===== config.mk =====
export PLATFORM = sky130hd
export DESIGN_NAME = bwm_top
export DESIGN_NICKNAME = d
export VERILOG_FILES = /design/src/rtl/bwm_pkg.sv /design/src/rtl/bwm_satcnt.sv /design/src/rtl/bwm_filter.sv /design/src/rtl/bwm_window.sv /design/src/rtl/bwm_top.sv
export SDC_FILE = /design/constraint.sdc
export NUM_CORES = 1
export LEC_CHECK = 0
export CORE_ASPECT_RATIO = 0.75
export CORE_MARGIN = 2
export CORE_UTILIZATION = 52
export CTS_CLUSTER_DIAMETER = 120
export DETAILED_ROUTE_END_ITERATION = 10
export DONT_BUFFER_PORTS = 1
export PLACE_DENSITY = 0.67
export SLEW_MARGIN = 20
export SYNTH_ARGS = -nofsm -noshare
export SYNTH_HDL_FRONTEND = slang
export SYNTH_SLANG_ARGS = --single-unit
export TNS_END_PERCENT = 1

===== constraint.sdc =====
create_clock -name clk -period 4.7 [get_ports clk]
set_input_delay 0.705 -clock clk [delete_from_list [all_inputs] [get_ports clk]]
set_output_delay 0.705 -clock clk [all_outputs]
set_load 0.05 [all_outputs]

===== src/rtl/bwm_pkg.sv =====
package bwm_pkg;
  localparam int A_CTRL      = 0;
  localparam int A_TIMER     = 1;
  localparam int A_MASK_BASE = 2;
  localparam int EN_BIT      = 31;
  localparam int TMODE_BIT   = 20;
  localparam int IRQ_BIT     = 16;
endpackage


===== src/rtl/bwm_satcnt.sv =====
module bwm_satcnt #(
  parameter int W = 32
) (
  input  logic         clk,
  input  logic         rst,
  input  logic         clr,
  input  logic         inc,
  output logic [W-1:0] cnt,
  output logic [W-1:0] nxt
);
  always_comb begin
    nxt = cnt;
    if (inc && (cnt != {W{1'b1}})) nxt = cnt + 1'b1;
  end

  always_ff @(posedge clk) begin
    if (rst || clr) cnt <= '0;
    else            cnt <= nxt;
  end
endmodule


===== src/rtl/bwm_filter.sv =====
module bwm_filter #(
  parameter int NPORT    = 8,
  parameter int DEV_PORT = 4,
  parameter int SUB_W    = 3,
  localparam int SMW     = 1 << SUB_W
) (
  input  logic [NPORT-1:0] gnt,
  input  logic [NPORT-1:0] pmask,
  input  logic [SMW-1:0]   smask,
  input  logic [SUB_W-1:0] sub_id,
  output logic             hit
);
  logic [NPORT-1:0] qual;
  always_comb begin
    qual = gnt & pmask;
    qual[DEV_PORT] = qual[DEV_PORT] & smask[sub_id];
    hit = |qual;
  end
endmodule


===== src/rtl/bwm_window.sv =====
module bwm_window #(
  parameter int TMR_W = 32
) (
  input  logic             clk,
  input  logic             rst,
  input  logic             start,
  input  logic             active,
  input  logic             tmode,
  input  logic [TMR_W-1:0] timer,
  output logic             done
);
  logic [TMR_W-1:0] wcnt;
  logic [TMR_W:0]   wnext;

  assign wnext = {1'b0, wcnt} + 1'b1;
  assign done  = active && tmode && (wnext >= {1'b0, timer});

  always_ff @(posedge clk) begin
    if (rst || start || done)  wcnt <= '0;
    else if (active && tmode)  wcnt <= wnext[TMR_W-1:0];
  end
endmodule


===== src/rtl/bwm_top.sv =====
module bwm_top
  import bwm_pkg::*;
#(
  parameter int NPORT    = 8,
  parameter int DEV_PORT = 4,
  parameter int SUB_W    = 3,
  parameter int NCH      = 2,
  parameter int CNT_W    = 32,
  parameter int TMR_W    = 32,
  parameter int AW       = 4
) (
  input  logic             clk,
  input  logic             rst,
  input  logic [NPORT-1:0] req_i,
  input  logic [NPORT-1:0] gnt_i,
  input  logic [SUB_W-1:0] sub_id_i,
  input  logic             wr_en_i,
  input  logic [AW-1:0]    wr_addr_i,
  input  logic [31:0]      wr_data_i,
  input  logic [AW-1:0]    rd_addr_i,
  output logic [31:0]      rd_data_o,
  output logic             irq_o
);
  localparam int SMW   = 1 << SUB_W;
  localparam int A_TOT = A_MASK_BASE + 2 * NCH;

  logic             ctrl_en, ctrl_tmode, irq_q;
  logic [NCH-1:0]   ctrl_chen;
  logic [TMR_W-1:0] timer_q;
  logic [NPORT-1:0] pmask_q [NCH];
  logic [SMW-1:0]   smask_q [NCH];

  logic wr_ctrl, active, start, win_done, clr;

  assign wr_ctrl = wr_en_i && (wr_addr_i == AW'(A_CTRL));
  assign active  = ctrl_en && !irq_q;
  assign start   = wr_ctrl && wr_data_i[EN_BIT] && !ctrl_en;
  assign clr     = start || win_done;

  bwm_window #(.TMR_W(TMR_W)) u_win (
    .clk(clk), .rst(rst), .start(start), .active(active),
    .tmode(ctrl_tmode), .timer(timer_q), .done(win_done)
  );

  logic [CNT_W-1:0] live_req, nxt_req, live_gnt, nxt_gnt;
  logic [CNT_W-1:0] snap_req, snap_gnt;
  logic [NCH-1:0][CNT_W-1:0] live_ch, nxt_ch, snap_ch;

  bwm_satcnt #(.W(CNT_W)) u_req (
    .clk(clk), .rst(rst), .clr(clr), .inc(active && (|req_i)),
    .cnt(live_req), .nxt(nxt_req)
  );
  bwm_satcnt #(.W(CNT_W)) u_gnt (
    .clk(clk), .rst(rst), .clr(clr), .inc(active && (|gnt_i)),
    .cnt(live_gnt), .nxt(nxt_gnt)
  );

  for (genvar c = 0; c < NCH; c++) begin : g_ch
    logic hit;
    bwm_filter #(.NPORT(NPORT), .DEV_PORT(DEV_PORT), .SUB_W(SUB_W)) u_flt (
      .gnt(gnt_i), .pmask(pmask_q[c]), .smask(smask_q[c]),
      .sub_id(sub_id_i), .hit(hit)
    );
    bwm_satcnt #(.W(CNT_W)) u_cnt (
      .clk(clk), .rst(rst), .clr(clr), .inc(active && ctrl_chen[c] && hit),
      .cnt(live_ch[c]), .nxt(nxt_ch[c])
    );
  end

  // totals captured at window close
  always_ff @(posedge clk) begin
    if (rst) begin
      snap_req <= '0;
      snap_gnt <= '0;
      snap_ch  <= '0;
    end else if (win_done) begin
      snap_req <= nxt_req;
      snap_gnt <= nxt_gnt;
      snap_ch  <= nxt_ch;
    end
  end

  // control and configuration registers
  always_ff @(posedge clk) begin
    if (rst) begin
      ctrl_en    <= 1'b0;
      ctrl_tmode <= 1'b0;
      ctrl_chen  <= '0;
      irq_q      <= 1'b0;
      timer_q    <= '0;
      for (int c = 0; c < NCH; c++) begin
        pmask_q[c] <= '0;
        smask_q[c] <= '0;
      end
    end else begin
      if (wr_ctrl) begin
        ctrl_en    <= wr_data_i[EN_BIT];
        ctrl_tmode <= wr_data_i[TMODE_BIT];
        ctrl_chen  <= wr_data_i[NCH-1:0];
      end
      if (win_done) ctrl_en <= 1'b0;
      if (win_done)                             irq_q <= 1'b1;
      else if (wr_ctrl && wr_data_i[IRQ_BIT])   irq_q <= 1'b0;
      if (wr_en_i && wr_addr_i == AW'(A_TIMER)) timer_q <= wr_data_i[TMR_W-1:0];
      for (int c = 0; c < NCH; c++) begin
        if (wr_en_i && wr_addr_i == AW'(A_MASK_BASE + 2 * c))
          pmask_q[c] <= wr_data_i[NPORT-1:0];
        if (wr_en_i && wr_addr_i == AW'(A_MASK_BASE + 2 * c + 1))
          smask_q[c] <= wr_data_i[SMW-1:0];
      end
    end
  end

  // read mux, registered
  logic [31:0] rd_nxt;
  always_comb begin
    rd_nxt = '0;
    if (rd_addr_i == AW'(A_CTRL)) begin
      rd_nxt[EN_BIT]    = ctrl_en;
      rd_nxt[TMODE_BIT] = ctrl_tmode;
      rd_nxt[IRQ_BIT]   = irq_q;
      rd_nxt[NCH-1:0]   = ctrl_chen;
    end
    if (rd_addr_i == AW'(A_TIMER))   rd_nxt = 32'(timer_q);
    if (rd_addr_i == AW'(A_TOT))     rd_nxt = 32'(snap_req);
    if (rd_addr_i == AW'(A_TOT + 1)) rd_nxt = 32'(snap_gnt);
    for (int c = 0; c < NCH; c++) begin
      if (rd_addr_i == AW'(A_MASK_BASE + 2 * c))     rd_nxt = 32'(pmask_q[c]);
      if (rd_addr_i == AW'(A_MASK_BASE + 2 * c + 1)) rd_nxt = 32'(smask_q[c]);
      if (rd_addr_i == AW'(A_TOT + 2 + c))           rd_nxt = 32'(snap_ch[c]);
    end
  end

  always_ff @(posedge clk) begin
    if (rst) rd_data_o <= '0;
    else     rd_data_o <= rd_nxt;
  end

  assign irq_o = irq_q;
endmodule


After elaboration in Yosys (flattened, before gate mapping)
Memories as Yosys holds them, arrays and structs flattened. Index checks and enable logic that the tools add are counted.

Register bits after elaboration: 357. Bits in writable memories: 32. Bits of input ports: 62. Output and inout bits: 33. Word-level logic and storage cells: 127. Memories kept: 2.

Add/sub/neg operators: 5. Order comparisons: 2. Equality and inequality tests: 18. Mux-type cells: 41. Bitwise logic cells: 8. Reductions and logical operators: 36.

Memory list: pmask_q (depth 2, width 8, rd ports 2, clocked after Yosys merged registers in 0, wr ports 2, line bwm_top.sv:30) `logic [NPORT-1:0] pmask_q [NCH];`; smask_q (depth 2, width 8, rd ports 2, clocked after Yosys merged registers in 0, wr ports 2, line bwm_top.sv:31) `logic [SMW-1:0] smask_q [NCH];`.

Operator list (count): 32-bit two-way mux (13); 32-bit by 1-bit adder with 32-bit output, second input constant (4); 32-bit != test, second input constant (4); 32-bit by 1-bit adder with 33-bit output, second input constant (1); 33-bit by 32-bit greater-or-equal comparator with 1-bit output (1); 8-bit two-way mux (4); 8-bit OR reduction (4); 4-bit by 3-bit == test with 1-bit output, second input constant (6); 1-bit logical AND (22); 1-bit two-way mux (21); 8-bit bitwise AND (2); 4-bit by 2-bit == test with 1-bit output, second input constant (4); 4-bit by 1-bit == test with 1-bit output, second input constant (2); 4-bit == test, second input constant (2); 4-bit zero test (2); 1-bit binary-select mux with 3-bit select (2); 1-bit logical OR (4); 3-bit by 4-bit less-than comparator with 1-bit output, second input constant (1); 1-bit bitwise OR (4); 1-bit bitwise AND (2); 1-bit zero test (2); 2-bit two-way mux (1); 2-bit nonzero test (1); 2-bit OR reduction (1).

Logic depth before layout (Yosys ltp)
Word-level depth: 11. Mapped depth: 19. Mapped depth without buffers: 14.

Modules after synthesis
From an unflattened synthesis, not the netlist that was laid out.

Cell total of the unflattened synthesis: 2338. Area total of the unflattened synthesis: 20317.0 µm².

By module, submodules not included: bwm_top (times used 1, cells an instance 1010, area each 9555.4 µm², seq. area each 4904.7 µm²); bwm_satcnt (times used 4, cells an instance 237, area each 1954.4 µm², seq. area each 640.6 µm²); bwm_window (times used 1, cells an instance 364, area each 2741.4 µm², seq. area each 640.6 µm²); bwm_filter (times used 2, cells an instance 8, area each 101.3 µm², seq. area each 0.0 µm²).

Least setup slack after synthesis
No wires, ideal clock.

Path type: reg-to-reg. Start point: register u_win.wcnt[0]. End point: register g_ch[0].u_cnt.cnt[24]. Library setup time: 0.118 ns. Arrival: 4.042 ns. Setup slack: 0.540 ns. Cell stages (with the launch flop): 19. Buffers on the path: 4. Period minus slack after synthesis: 4.160 ns. Cells stage by stage: dfxtp_1 ha_1 nand3_2 or4_4 or4_1 clkbuf_1 nor2_1 xor2_1 ha_1 nand2_1 or4_1 o31a_1 o21ai_1 a221o_1 a311o_1 buf_2 buf_6 buf_6 nor2_1.

Longest elaborated chain between the ends: 5.

Ends and longest elaborated chain: start: declaration (line bwm_window.sv:12) `logic [TMR_W-1:0] wcnt;`; start signal: assignment (line bwm_window.sv:20) `else if (active && tmode) wcnt <= wnext[TMR_W-1:0];`; 32-bit by 1-bit adder with 33-bit output (line bwm_window.sv:15) `assign wnext = {1'b0, wcnt} + 1'b1;`; named net u_win.wnext[30] (line bwm_window.sv:13) `logic [TMR_W:0] wnext;`; 33-bit by 32-bit greater-or-equal comparator with 1-bit output (line bwm_window.sv:16) `assign done = active && tmode && (wnext >= {1'b0, timer});`; 1-bit logical AND (line bwm_window.sv:16); 1-bit logical OR (line bwm_top.sv:38) `assign clr = start || win_done;`; 1-bit logical OR (line bwm_satcnt.sv:17) `if (rst || clr) cnt <= '0;`; end signal: assignment (line bwm_satcnt.sv:18) `else cnt <= nxt;`; end: declaration (line bwm_satcnt.sv:8) `output logic [W-1:0] cnt,`.

The timed path passes the listed nets, and every way through them passes these cells. A chain may end at the register's enable or synchronous reset.

Final worst setup path
Start point: register u_win.wcnt[1]. End point: register u_gnt.cnt[1].

Longest elaborated chain between the ends: 5.

Ends and longest elaborated chain (line): 32-bit by 1-bit adder with 33-bit output (bwm_window.sv:15); named net u_win.wnext[30] (bwm_window.sv:13); 33-bit by 32-bit greater-or-equal comparator with 1-bit output (bwm_window.sv:16); 1-bit logical AND (bwm_window.sv:16); 1-bit logical OR (bwm_top.sv:38); 1-bit logical OR (bwm_satcnt.sv:17); end signal: assignment (bwm_satcnt.sv:18); end: declaration (bwm_satcnt.sv:8).

The timed path passes the listed nets, and every way through them passes these cells.

==> summary.txt <==
Route
  – DR top layer: met4
  – Detailed Route Iter0 Violations: 1499
  – Routed WL per cell: 20.31 µm
  – Met1 wire length: 23.59 mm
  – WL final: 49.51 mm
  – Final ANT Viol Nets: 0
  – Residual DRC count: 0
  – Iteration count of the initial detailed-routing pass: 8
  – Vias: 14.55k
  – WL met3: 3.852 mm
  – Met2 WL: 21.14 mm
  – Via-to-Cell Ratio: 5.968

Global routing
  – Total congestion overflow: 0
  – All-Layer GR Usage: 26.29%
  – Initial antenna violation count: 2
  – Vias in the first global route: 12.94k
  – Largest net degree at the start of global routing: 205
  – First-pass GRT wire length: 73.33 mm

Clock network
  – CTS tree: done
  – Sink Count: 389
  – CTS root buf: clkbuf_16
  – Max clock buf depth: 3
  – Total CTS buffers: 39
  – CTS Hold Bufs: 0
  – Worst skew pair latency: 0.55 ns
  – H-tree depth: 2
  – Clock slew at reported path FFs: 0.06 ns

STA
  – Slew at the pin closest to its max-slew limit: 1.101 ns
  – Fmax: 0.2214 GHz
  – Final period utilization: 96.11%
  – Relative slew slack: 26.06%
  – Fin. Hold Viols: 0
  – Final Slew Violations: 0
  – Period minus WS final: 4.517 ns
  – Setup_tns: 0 ns
  – Final Skew: 0.02168 ns
  – Worst hold margin: 0.2279 ns
  – Final setup vio count: 0

Setup path
  – Setup CP Type: register to register
  – Crit. End Element: register
  – R2R Setup Slk: 0.18 ns
  – Critical path's slowest cell: or4_4
  – CP endpoint: u_gnt.cnt[1]
  – WP depth: 16
  – CP bufs+invs: 2
  – Worst Reg-to-Reg Cells: 16
  – CP cell instances: ha_2 > nand3_2 > or4_4 > or4_1 > nor2_1 > xor2_1 > ha_1 > nand2_1 > or4_1 > o31a_1 > o21ai_1 > a221o_4 > a311o_2 > buf_4 > buf_6 > nor2_1
  – R2R Path Start: u_win.wcnt[1]
  – Critical R2R Capture: u_gnt.cnt[1]
  – CP Data Required Time: 5.13 ns
  – Worst-path fanout max: 28
  – CP Launch Point: u_win.wcnt[1]
  – Worst path top cell family by delay: simple AND/OR/NAND/NOR gates
  – CP Data Arrival Time: 4.95 ns
  – Worst Setup Start Kind: register
  – Max incr delay on CP: 0.57 ns

Place
  – Post-DP Area: 17780 µm²
  – Final HPWL DP: 33.29 mm
  – Final Wtd Congestion: 0.9261
  – Port bufs: 0
  – Cells after DPL: 2359

Floorplanning
  – Initial Util: 52.64%
  – IO Pins: 95
  – Row count: 58
  – Die width: 216.5 µm
  – Core Box Area: 33450 µm²
  – Die area: 35370 µm²
  – Die height: 163.4 µm

Finish
  – Post-route cell area: 19290 µm²
  – Layout cells sized above 1: 5.785%
  – N_diodes: 0
  – Utilization after layout: 57.66%
  – Most frequent cells in the layout: dfxtp_1, nor2_1, nand2_1
  – Commonest non-fill, non-tap cell in the layout: dfxtp_1
  – Fin cells: 2438
  – Nets: 2059
  – Area Growth Syn to Fin: 9.520%

Logic synthesis
  – Ys flop type: dfxtp_1
  – Synthesis Warnings: 0
  – #FFs+latches synth: 389
  – Syn avg cell area: 8.771 µm²
  – Post-synth EDFFs: 32
  – Synth Cell Area: 17610 µm²
  – Synth cell types: 57
  – Post-Syn Instances: 2008
  – Net count after synthesis: 2107
  – Async S/R FF share, synth: 0%
  – Seq/Total Area, Yosys: 46.04%

Run
  – Max cap viols: 0

Outcome
  – Status: complete, no violations

Power
  – Pwr dens: 346.3 nW/µm²
  – Peak VDD IR: 0.0002400 V
  – Pleak: 6.307 nW

Hold path
  – Hold Path Class: input pin to register
==> power breakdown <==
part / internal, mW / switching, mW / leakage (nW) / total [mW]
Clock: 1.79 / 1.34 / 0.622 / 3.13
Sequential: 3.37 / 0.0348 / 3.18 / 3.40
Combinational: 0.0513 / 0.0965 / 2.50 / 0.148
Total: 5.21 / 1.47 / 6.31 / 6.68
==> through the flow <==
step / total power [mW] / setup WS, ns
global route: 6.849 / -0.01236
global placement: 3.605 / 0.1830
detailed placement: 3.606 / 0.1019
floorplan: 3.596 / 0.5400
finish: 6.680 / 0.1829
CTS: 6.692 / 0.07977
==> synth_stat cells, drive strengths merged (4+ instances only) <==
library cell	number	share of area, %
a222oi	5	0.28
nand3	76	2.2
o21ai	19	0.54
nand2	181	3.9
nor3	38	1.1
xor2	87	4.3
xnor2	94	4.7
edfxtp	32	5.5
buf	53	2.1
and3	26	0.92
o22ai	7	0.25
a31oi	28	0.99
and2	34	1.2
clkbuf	70	1.5
nor4b	4	0.20
nand4	65	2.3
mux2i	22	1.3
a21o	5	0.21
ha	37	2.6
a22oi	61	2.6
or3	6	0.21
or4	10	0.45
mux2	5	0.32
a211oi	124	5.3
a22o	5	0.25
a21oi	63	1.8
inv	57	1.2
nor2b	12	0.43
nor4	20	0.71
nand2b	6	0.21
nor2	345	7.4
and4	20	0.99
a221oi	5	0.25
dfxtp	357	41
==> worst min path at each step <==
| stage | from | end | slack [ns] | cells past startpoint |
|---|---|---|---|---|
| 6_report | rst | timer_q[10] | 0.23 | 1 |
| 5_1_grt | rst | timer_q[11] | 0.23 | 1 |
| 4_1_cts | rst | timer_q[10] | 0.22 | 1 |
| 3_5_place_dp | snap_ch[34] | rd_data_o[2] | 0.45 | 2 |
| 3_3_place_gp | snap_ch[34] | rd_data_o[2] | 0.45 | 2 |
| 2_1_floorplan | snap_ch[34] | rd_data_o[2] | 0.43 | 2 |
==> registers in the layout, indices dropped and copies added (netlist names) <==
| register | flops |
|---|---|
| smask_q | 16 |
| ctrl_chen | 2 |
| u_win.wcnt | 32 |
| pmask_q | 16 |
| ctrl_tmode | 1 |
| snap_ch | 64 |
| timer_q | 32 |
| irq_o | 1 |
| u_req.cnt | 32 |
| ctrl_en | 1 |
| rd_data_o | 32 |
| snap_req | 32 |
| u_gnt.cnt | 32 |
| snap_gnt | 32 |
| g_ch.u_cnt.cnt | 64 |
==> layer usage <==
layer | track usage, % | vias up
li1 | - | 6958
met1 | 39.92 | 6937
met2 | 38.78 | 597
met3 | 4.413 | 57
met4 | 6.071 | 0
met5 | 0 | -
==> cell type report <==
class	count	area, µm²
clock buffers	56	1131
fillers	3035	14170
flip-flops and latches	389	8108
multi-input cells	1438	8693
repair buffers	34	439.2
well taps	450	563.0
clock inverters	13	136.4
inverters	58	217.7
==> logic make-up (layout without fill, tap and decap cells) <==
family | Yosys count | in the layout | share of synthesized area [%]
fa+ha+maj | 37 | 37 | 2.629
flops | 389 | 389 | 46.04
buf+inv | 181 | 161 | 4.866
xor+xnor | 181 | 181 | 9.001
simple gates | 851 | 851 | 22.46
compound gates | 342 | 342 | 13.44
mux | 27 | 27 | 1.570
==> what timing repair did <==
action | CTS | global route
setup endpoints to repair | 0 | 263
resized for setup | 0 | 10
buffers inserted | 0 | 5
No activity file was read; power rests on OpenSTA's default activity.
